File: src/rtl/pg_pkg.sv
`timescale 1ns/1ps
package pg_pkg;
  // The ratio index is three bits wide; the code adds the polarity bit on top.
  localparam int unsigned IDX_W = 3;

  typedef enum logic {
    POL_HOLD_HIGH = 1'b0,  // pin active high, output not inverted
    POL_HOLD_LOW  = 1'b1   // pin active low, output inverted
  } pol_e;

  typedef struct packed {
    pol_e             pol;
    logic [IDX_W-1:0] idx;
  } sel_t;
endpackage

File: src/rtl/pg_code_map.sv
`timescale 1ns/1ps
module pg_code_map
  import pg_pkg::*;
(
  input  logic [IDX_W:0] code_i,
  output sel_t           sel_o
);
  // Upper half of the code space mirrors the ratio index (15 - code).
  always_comb begin
    sel_o.pol = pol_e'(code_i[IDX_W]);
    sel_o.idx = code_i[IDX_W] ? ~code_i[IDX_W-1:0] : code_i[IDX_W-1:0];
  end
endmodule

File: src/rtl/pg_sync.sv
`timescale 1ns/1ps
module pg_sync #(
  parameter int unsigned STAGES = 2
) (
  input  logic clk,
  input  logic rst,
  input  logic d_i,
  output logic q_o
);
  logic [STAGES-1:0] sh_q;

  always_ff @(posedge clk) begin
    if (rst) sh_q <= '0;
    else     sh_q <= {sh_q[STAGES-2:0], d_i};
  end

  assign q_o = sh_q[STAGES-1];
endmodule

File: src/rtl/pg_tick_counter.sv
`timescale 1ns/1ps
module pg_tick_counter #(
  parameter int unsigned PRE_BITS  = 10,
  parameter int unsigned STEP_BITS = 3,
  parameter int unsigned IDX_W     = 3,
  localparam int unsigned NSEL     = 1 << IDX_W,
  localparam int unsigned CNT_W    = PRE_BITS + STEP_BITS * (NSEL - 1)
) (
  input  logic            clk,
  input  logic            rst,
  input  logic            tick_i,
  output logic [NSEL-1:0] rise_o,
  output logic [NSEL-1:0] fall_o
);
  logic [CNT_W-1:0] cnt_q;
  logic [CNT_W-1:0] cnt_nx;

  assign cnt_nx = cnt_q + CNT_W'(1);

  always_ff @(posedge clk) begin
    if (rst)         cnt_q <= '0;
    else if (tick_i) cnt_q <= cnt_nx;
  end

  // One boundary tap per ratio setting: the half-period bit of that ratio.
  for (genvar g = 0; g < NSEL; g++) begin : g_tap
    localparam int unsigned TAP = PRE_BITS + STEP_BITS * g - 1;
    assign rise_o[g] = tick_i & ~cnt_q[TAP] &  cnt_nx[TAP];
    assign fall_o[g] = tick_i &  cnt_q[TAP] & ~cnt_nx[TAP];
  end

  // counter moves by one on a tick, and only on a tick
  assert_count_step_R9: assert property (@(posedge clk) disable iff (rst)
    tick_i |=> (cnt_q == $past(cnt_q) + CNT_W'(1)));
  assert_count_hold_R9: assert property (@(posedge clk) disable iff (rst)
    !tick_i |=> $stable(cnt_q));
endmodule

File: src/rtl/pg_out_latch.sv
`timescale 1ns/1ps
module pg_out_latch #(
  parameter int unsigned IDX_W = 3,
  localparam int unsigned NSEL = 1 << IDX_W
) (
  input  logic             clk,
  input  logic             rst,
  input  logic [NSEL-1:0]  rise_i,
  input  logic [NSEL-1:0]  fall_i,
  input  logic [IDX_W-1:0] idx_i,
  input  logic             pol_i,
  input  logic             hold_i,
  output logic             out_o
);
  logic lat_q;
  logic lat_d;
  logic out_q;

  // The latch moves only on a boundary of the selected tap; hold clears it.
  always_comb begin
    lat_d = lat_q;
    if (hold_i)              lat_d = 1'b0;
    else if (rise_i[idx_i])  lat_d = 1'b1;
    else if (fall_i[idx_i])  lat_d = 1'b0;
  end

  always_ff @(posedge clk) begin
    if (rst) begin
      lat_q <= 1'b0;
      out_q <= 1'b0;
    end else begin
      lat_q <= lat_d;
      out_q <= lat_d ^ pol_i;
    end
  end

  assign out_o = out_q;

  // a held latch shows the polarity level on the next edge
  assert_forced_level_R6: assert property (@(posedge clk) disable iff (rst)
    hold_i |=> (out_q == $past(pol_i)));
  // the latch only rises when some tap crossed a rising boundary
  assert_rise_on_boundary_R7: assert property (@(posedge clk) disable iff (rst)
    $rose(lat_q) |-> $past(|rise_i));
endmodule

File: src/rtl/slow_period_gen.sv
`timescale 1ns/1ps
module slow_period_gen
  import pg_pkg::*;
#(
  parameter int unsigned PRE_BITS    = 10,
  parameter int unsigned STEP_BITS   = 3,
  parameter int unsigned SYNC_STAGES = 2,
  localparam int unsigned NSEL       = 1 << IDX_W
) (
  input  logic           clk,
  input  logic           rst,
  input  logic           tick_i,
  input  logic [IDX_W:0] code_i,
  input  logic           rst_pin_i,
  output logic           out_o
);
  sel_t            sel;
  logic            pin_s;
  logic            hold;
  logic [NSEL-1:0] rise;
  logic [NSEL-1:0] fall;

  pg_code_map u_map (
    .code_i (code_i),
    .sel_o  (sel)
  );

  pg_sync #(.STAGES(SYNC_STAGES)) u_sync (
    .clk (clk),
    .rst (rst),
    .d_i (rst_pin_i),
    .q_o (pin_s)
  );

  // Polarity 1 makes the pin active low.
  assign hold = (sel.pol == POL_HOLD_LOW) ? ~pin_s : pin_s;

  pg_tick_counter #(
    .PRE_BITS  (PRE_BITS),
    .STEP_BITS (STEP_BITS),
    .IDX_W     (IDX_W)
  ) u_cnt (
    .clk    (clk),
    .rst    (rst),
    .tick_i (tick_i),
    .rise_o (rise),
    .fall_o (fall)
  );

  pg_out_latch #(.IDX_W(IDX_W)) u_lat (
    .clk    (clk),
    .rst    (rst),
    .rise_i (rise),
    .fall_i (fall),
    .idx_i  (sel.idx),
    .pol_i  (sel.pol),
    .hold_i (hold),
    .out_o  (out_o)
  );

  // power-on reset drives the output low
  assert_power_on_low_R1: assert property (@(posedge clk)
    rst |=> (out_o == 1'b0));
  // no tick, no hold, steady polarity -> output holds
  assert_hold_without_tick_R9: assert property (@(posedge clk) disable iff (rst)
    (!tick_i && !hold && $stable(code_i[IDX_W])) |=> $stable(out_o));
endmodule

File: config.mk
export PLATFORM = sky130hd
export DESIGN_NAME = slow_period_gen
export DESIGN_NICKNAME = d
export VERILOG_FILES = /design/src/rtl/pg_pkg.sv /design/src/rtl/pg_code_map.sv /design/src/rtl/pg_sync.sv /design/src/rtl/pg_tick_counter.sv /design/src/rtl/pg_out_latch.sv /design/src/rtl/slow_period_gen.sv
export SDC_FILE = /design/constraint.sdc
export NUM_CORES = 1
export LEC_CHECK = 0
export BUFFER_PORTS_ARGS = -buffer_cell sky130_fd_sc_hd__buf_2
export CORE_ASPECT_RATIO = 1.25
export CORE_MARGIN = 1.5
export CORE_UTILIZATION = 47
export CTS_CLUSTER_DIAMETER = 100
export CTS_CLUSTER_SIZE = 10
export DETAILED_ROUTE_END_ITERATION = 8
export PLACE_DENSITY = 0.7
export SLEW_MARGIN = 25
export SYNTH_ARGS = -nofsm -noshare
export SYNTH_HDL_FRONTEND = slang
export SYNTH_HIERARCHICAL = 1
export SYNTH_SLANG_ARGS = --single-unit
File: constraint.sdc
create_clock -name clk -period 5.2 [get_ports clk]
set_input_delay 1.04 -clock clk [delete_from_list [all_inputs] [get_ports clk]]
set_output_delay 1.04 -clock clk [all_outputs]
set_load 0.005 [all_outputs]
==> results of run 1 <==
==> cell usage after synthesis, types with 2 or more instances <==
| cell | instances | area (um2) |
|---|---|---|
| o21ai_0 | 6 | 30.03 |
| nor2b_1 | 7 | 43.79 |
| nand2_1 | 12 | 45.04 |
| nor4_1 | 2 | 12.51 |
| buf_6 | 2 | 22.52 |
| inv_1 | 9 | 33.78 |
| nand4_4 | 3 | 63.81 |
| xnor2_1 | 2 | 17.52 |
| mux2i_1 | 4 | 40.04 |
| xor2_1 | 12 | 105.1 |
| mux4_2 | 2 | 45.04 |
| buf_2 | 3 | 15.01 |
| nand3_1 | 5 | 25.02 |
| nor2_1 | 21 | 78.83 |
| and4_1 | 5 | 43.79 |
| o31ai_1 | 11 | 82.58 |
| nor3_1 | 6 | 30.03 |
| dfxtp_1 | 35 | 700.7 |
| nand4_1 | 6 | 37.54 |
| and2_1 | 3 | 18.77 |
| or3_1 | 6 | 37.54 |
| clkbuf_1 | 4 | 15.01 |
| buf_4 | 3 | 22.52 |
| mux2_2 | 2 | 22.52 |
| nand3_4 | 2 | 35.03 |
| a21oi_1 | 18 | 90.09 |
| or4_1 | 11 | 82.58 |
==> metrics by stage <==
stage / cell area (um2) / cells / hold WS [ns] / util [%] / setup WS [ns]
after floorplan: 1957 / 217 / 0.4138 / - / 2.237
after global placement: 1972 / 268 / 0.4193 / 48.88 / 1.945
after detailed placement: 1972 / 268 / 0.4439 / 48.88 / 1.930
after CTS: 2090 / 276 / 0.4617 / 51.80 / 2.234
after global routing: 2090 / 276 / 0.4764 / 51.80 / 2.067
final: 2090 / 276 / 0.4544 / 51.80 / 2.242
==> cell usage in the layout, fill, tap and decap left out, types with 2 or more instances in the layout <==
cell	n
dfxtp_1	35
nor2_1	21
a21oi_1	18
xor2_1	12
nand2_1	12
o31ai_1	11
or4_1	11
inv_1	9
buf_2	8
nor2b_1	7
clkbuf_8	6
nand4_1	6
or3_1	6
nor3_1	6
o21ai_0	6
and4_1	5
nand3_1	5
mux2i_1	4
and2_1	3
nand4_4	3
nand3_4	2
nor4_1	2
xnor2_1	2
mux2_2	2
mux4_2	2
==> routing by layer <==
metal	wire length [um]	up-vias	share of wire (%)	GRT usage, %
met2	1764	10	49	30.23
met3	73	7	2.0	4.124
li1	-	797	-	-
met4	61	0	1.7	7.246
met1	1732	730	48	23.42
met5	0	-	0	0
==> layout make-up <==
| type | count | area share [%] |
|---|---|---|
| inverter | 9 | 1.617 |
| multi-input combinational | 160 | 53.95 |
| tap | 56 | 3.353 |
| clock inverter | 2 | 1.677 |
| sequential | 35 | 33.53 |
| timing repair buffer | 8 | 1.916 |
| clock buffer | 6 | 3.952 |
==> kinds of logic after synthesis <==
logic type      Yosys count  synth area share [%]
xor+xnor                 14                 6.266
flops                    35                 35.81
buf+inv                  22                 6.585
fa+ha+maj                 1                0.6393
compound gates           41                 13.43
simple gates             95                 31.20
mux                       9                 6.074
==> path summary, 6_finish.rpt <==
path             startpoint              to  slack [ns]  cells after the start
max                  tick_i     u_lat/out_o        2.24                      9
min          u_sync/sh_q[0]  u_sync/sh_q[1]        0.45                      1
max reg2reg  u_cnt/cnt_q[9]     u_lat/out_o        2.62                      8
min reg2reg  u_sync/sh_q[0]  u_sync/sh_q[1]        0.45                      1
==> worst reg2reg max path, delay by kind of cell (launching register included) <==
| kind | cells | cell delay, ns |
|---|---|---|
| simple gates | 3 | 1.15 |
| compound gates | 2 | 0.48 |
| mux | 2 | 0.40 |
| flops | 1 | 0.38 |
| buf+inv | 1 | 0.07 |
==> power by group through the flow <==
stage	clock network [uW]	logic (uW)	registers [uW]
2_1_floorplan	0	23.4	280
3_3_place_gp	0	29.1	280
3_5_place_dp	0	29.4	280
4_1_cts	258	29.4	274
5_1_grt	269	32.3	275
6_report	251	29.2	274
==> sequential cells by signal, indices dropped and copies added, names as in the netlist <==
register / flops
u_cnt/cnt_q: 31
u_sync/sh_q: 2
u_lat/out_o: 1
u_lat/lat_q: 1
==> results by group, run 1 <==
Status
  – Status: finished, final reports clean

Timing
  – Slew Limit Fails: 0
  – Final cycle utilization of the critical path: 56.88%
  – Post-route setup TNS: 0 ns
  – Worst slew margin: 55.39%
  – Hold violation count in the final report: 0
  – Unrepaired setup endpoints after global routing: false
  – Final count of negative-setup-slack endpoints: 0
  – Crit path time final: 2.958 ns
  – F_max: 338.1 MHz
  – Worst-margin pin slew: 0.6691 ns
  – Skew final: 0.006180 ns

Worst setup path
  – CP max-delay cell: and4_1
  – CP bufs+invs: 1
  – Slowest stage delay, CP: 0.41 ns
  – Crit path cell chain: buf_2 -> and4_1 -> and4_1 -> nand2_1 -> nor3_1 -> mux4_2 -> nor2b_1 -> a221oi_2 -> mux2_1
  – Crit Path Class: in -> reg
  – CP dominant cell by count: and4_1
  – Crit-path max FO: 7
  – Worst EP arrival: 3.13 ns
  – CP startpoint kind: primary input
  – WP data required: 5.37 ns
  – Crit path max-delay family: simple AND/OR/NAND/NOR gates
  – CP endpoint kind: flip-flop

Placed design
  – Post-DP HPWL: 2566 um
  – PortBufs: 8
  – RePlAce Congestion: 0.8214

Layout
  – Multi-input gate area: 1127 um2
  – Sequential cell area: 700.7 um2
  – Fillers: 410
  – Layout cells sized above 1: 14.09%
  – Area Growth Syn to Fin: 6.777%
  – Nets: 228
  – Antenna cells: 0

Global route
  – Initial antenna violation count: 0
  – Tot GR Track Use: 18.46%
  – First-pass GRT wire length: 6327 um
  – Largest net degree at the start of global routing: 38
  – Vias in the first global route: 1394
  – Remaining Overflow, GRT: 0

Clock network
  – Clk buf depth: 2
  – CTS tree: yes
  – Clk sinks: 35
  – Cts repair resizes: 0
  – CTS buffer count: 5
  – Setup Fix Bufs, Post-CTS: 0
  – Hold_buf cts: 0
  – Htree depth: 2
  – Clock transition at path regs: 0.07 ns
  – Clk Latency, worst-skew pair: 0.28 ns
  – Root Buffer: clkbuf_8

Synthesis
  – Count of cell types in the netlist: 42
  – Register area share after synthesis: 35.81%
  – Synthesized netlist cell count: 217
  – Primary FF master, synth: dfxtp_1
  – Post-synthesis register bit count: 35
  – Synthesis warning total: 6
  – Net Count, Synth: 226
  – Fraction of registers with async set/reset: 0%
  – Number of synthesized flops with an enable pin: 0
  – Synth Area per Inst: 9.018 um2
  – Mapped cell area: 1957 um2

Die
  – Starting Density: 48.51%
  – Chip height: 75.14 um
  – Ports: 9
  – Die W: 60.72 um
  – Core outline area: 4034 um2
  – # rows: 26
  – Die area: 4562 um2

Power and ir drop
  – Worst vdd ir: 153.2 uV
  – Switch Pwr: 114.3 uW
  – Flop pwr share: 49.4%
  – Switch share: 20.60%
  – Design Power: 554.6 uW
  – Logic pwr share: 5.3%
  – Power Dens Cells: 265.4 nW/um2
  – Clock share of power: 45.3%
  – Leakage: 0.0007288 uW
  – Internal power: 440.3 uW

Hold path
  – Hold Crit Class: reg -> reg

Job
  – Max-cap viol count: 0

Routing
  – DRT Pass-1 Iters: 4
  – Drt drc: 0
  – Post-Route WL: 3633 um
  – Drt initial violations: 77
  – ANT nets after route: 0
  – Routed WL per cell: 13.16 um
  – Avg Vias per Cell: 5.594
  – Vias: 1544
Power figures use the tool's default switching activity.
==> run 2: changes to the inputs <==
Settings changed: ABC_AREA set to 1, PLACE_DENSITY 0.7 to 0.69.
Clock period 5.2 ns to 3.03 ns, I/O delays scaled along.
==> results by group, run 2 <==
Status
  – Status: finished, final reports clean

Synthesis
  – Register area share after synthesis: 29.88%
  – Primary FF master, synth: dfxtp_1
  – Post-synth top area share: 29.88%
  – Synthesis warning total: 6
  – Yosys top cell by area: dfxtp_1
  – Synthesized netlist cell count: 375
  – Commonest cells post-synth: nand2_1, nor2_1, inv_1, dfxtp_1
  – Net Count, Synth: 384
  – Count of cell types in the netlist: 32
  – Mapped cell area: 2345 um2
  – Number of synthesized flops with an enable pin: 0
  – Top-count cell post-synth: nand2_1
  – Largest cells by area after synthesis: dfxtp_1, nand2_1, nor2_1
  – Synth Area per Inst: 6.253 um2
  – Post-synthesis register bit count: 35
  – Fraction of registers with async set/reset: 0%

Layout
  – Util after Layout: 52.28%
  – Antenna cells: 0
  – Layout cells sized above 1: 15.93%
  – Highest-count cells in the layout ignoring fill and taps: nand2_1, nor2_1, inv_1, dfxtp_1
  – Finished Layout Cells: 443
  – Final instance area: 2491 um2
  – Area Growth Syn to Fin: 6.243%
  – Most common cell after layout, fill and taps aside: nand2_1
  – Sequential cell area: 700.7 um2
  – Max reg flops: 31
  – Largest reg by FF count: u_cnt/cnt_q
  – Regs by FF count: u_cnt/cnt_q x31, u_sync/sh_q x2
  – Fillers: 505
  – Multi-input gate area: 1376 um2
  – Nets: 393

Worst setup path
  – Worst EP arrival: 2.09 ns
  – Crit Path Class: reg -> reg
  – CP startpoint kind: flip-flop
  – WP data required: 3.22 ns
  – Crit. Startpoint: u_cnt/cnt_q[1]
  – RR Startpoint: u_cnt/cnt_q[1]
  – CP endpoint kind: flip-flop
  – Crit-path max FO: 5
  – Worst R2R Setup Slack: 1.13 ns

Global route
  – Remaining Overflow, GRT: 0
  – Tot GR Track Use: 20.99%
  – Vias in the first global route: 1898
  – Largest net degree at the start of global routing: 25
  – First-pass GRT wire length: 8597 um
  – Initial antenna violation count: 0

Timing
  – Slew Limit Fails: 0
  – Hold violation count in the final report: 0
  – Worst-margin pin slew: 0.7314 ns
  – F_max: 526.0 MHz
  – Unrepaired setup endpoints after global routing: false
  – Post-route setup TNS: 0 ns
  – Skew final: 0.003658 ns
  – Final count of negative-setup-slack endpoints: 0
  – Crit path time final: 1.901 ns
  – Final cycle utilization of the critical path: 62.75%
  – Worst slew margin: 51.18%
  – Setup slack after layout: 1.129 ns

Die
  – Core outline area: 4765 um2
  – Die W: 66.18 um
  – Die area: 5424 um2
  – Starting Density: 49.21%
  – Ports: 9
  – # rows: 28
  – Chip height: 81.97 um

Routing
  – Routed WL per cell: 11.60 um
  – Drt initial violations: 117
  – DRT Pass-1 Iters: 4
  – Vias: 2208
  – Post-Route WL: 5141 um
  – ANT nets after route: 0
  – Avg Vias per Cell: 4.984
  – Drt drc: 0

Placed design
  – RePlAce Congestion: 0.8999
  – Post-DP HPWL: 4004 um
  – PortBufs: 8
  – Placed insts: 437
  – Pre-CTS setup slack: 0.8667 ns
  – DP Area: 2419 um2

Clock network
  – Clock transition at path regs: 0.07 ns
  – Clk buf depth: 2
  – Clk sinks: 35
  – Clk Latency, worst-skew pair: 0.28 ns
  – Htree depth: 2
  – CTS tree: yes
  – Cts repair resizes: 0
  – Root Buffer: clkbuf_8
  – CTS buffer count: 5
  – Setup Fix Bufs, Post-CTS: 0
  – Hold_buf cts: 0

Hold path
  – Hold Crit Class: reg -> reg
  – Beginning of the worst hold path: u_sync/sh_q[0]

Power and ir drop
  – Worst vdd ir: 214.1 uV
  – Power Dens Cells: 340.5 nW/um2
  – Leakage: 0.001054 uW

Job
  – Max-cap viol count: 0
run 2: changes by cell type in the layout (fill, tap and decap cells not counted), sizes merged, moves of 7 or more:
cell,change
nor2b,-7
or4,-11
nand2,+96
nand3,+18
inv,+50
o31ai,-11
xor2,-11
nor2,+70
run 2: cell families after synthesis:
family                     after synthesis  share of synthesized area (%)
AOI/OAI and AO/OA                       29                          6.457
xor gates and xnor gates                 2                         0.7472
adders and majority gates                1                         0.5335
buffers and inverters                   65                          11.42
DFF                                     35                          29.88
and+or+nand+nor                        243                          50.96
run 2: where the power goes:
| part | internal [uW] | switching (uW) | total (uW) |
|---|---|---|---|
| Sequential | 466 | 3.41 | 469 |
| Combinational | 22.4 | 45.4 | 67.8 |
| Clock | 153 | 158 | 311 |
run 2: worst max-delay path, stage by stage, from the launching register on:
cell and delay [ns]:
dfxtp_1 0.37, ha_1 0.20, inv_1 0.05, nor2_1 0.12, nand2_2 0.14, nor2_4 0.19
nand2_1 0.11, nor2_1 0.11, nand2_1 0.06, nand3_1 0.09, nand2_1 0.06, nand2_1 0.05
nand2_1 0.07, nand3_2 0.07, nand2_1 0.05, inv_1 0.04, nor2_1 0.03
run 2: area by class of cell:
class | instances | area share (%)
clock buffer | 6 | 2.913
inverter | 59 | 9.091
multi-input combinational | 275 | 55.25
sequential | 35 | 28.13
tap | 60 | 3.014
timing repair buffer | 8 | 1.607
run 2: routing by layer:
| layer | vias to the layer above | GRT usage [%] | share of wire, % |
|---|---|---|---|
| li1 | 1171 | - | - |
| met1 | 989 | 24.27 | 44 |
| met2 | 40 | 36.30 | 50 |
| met3 | 8 | 3.288 | 3.1 |
| met4 | 0 | 12.24 | 2.8 |
| met5 | - | 0 | 0 |
run 2: through the flow:
stage | hold slack (ns) | power, uW
2_1_floorplan | 0.3883 | 534.6
3_3_place_gp | 0.4066 | 548.0
3_5_place_dp | 0.4071 | 549.0
4_1_cts | 0.4218 | 861.9
5_1_grt | 0.4539 | 894.2
6_report | 0.4154 | 848.3
run 2: final timing paths:
check | cells past startpoint | endpoint
worst min-delay path | 2 | u_sync/sh_q[1]
worst min register to register | 2 | u_sync/sh_q[1]
worst max register to register | 16 | u_lat/out_o
worst max-delay path | 16 | u_lat/out_o
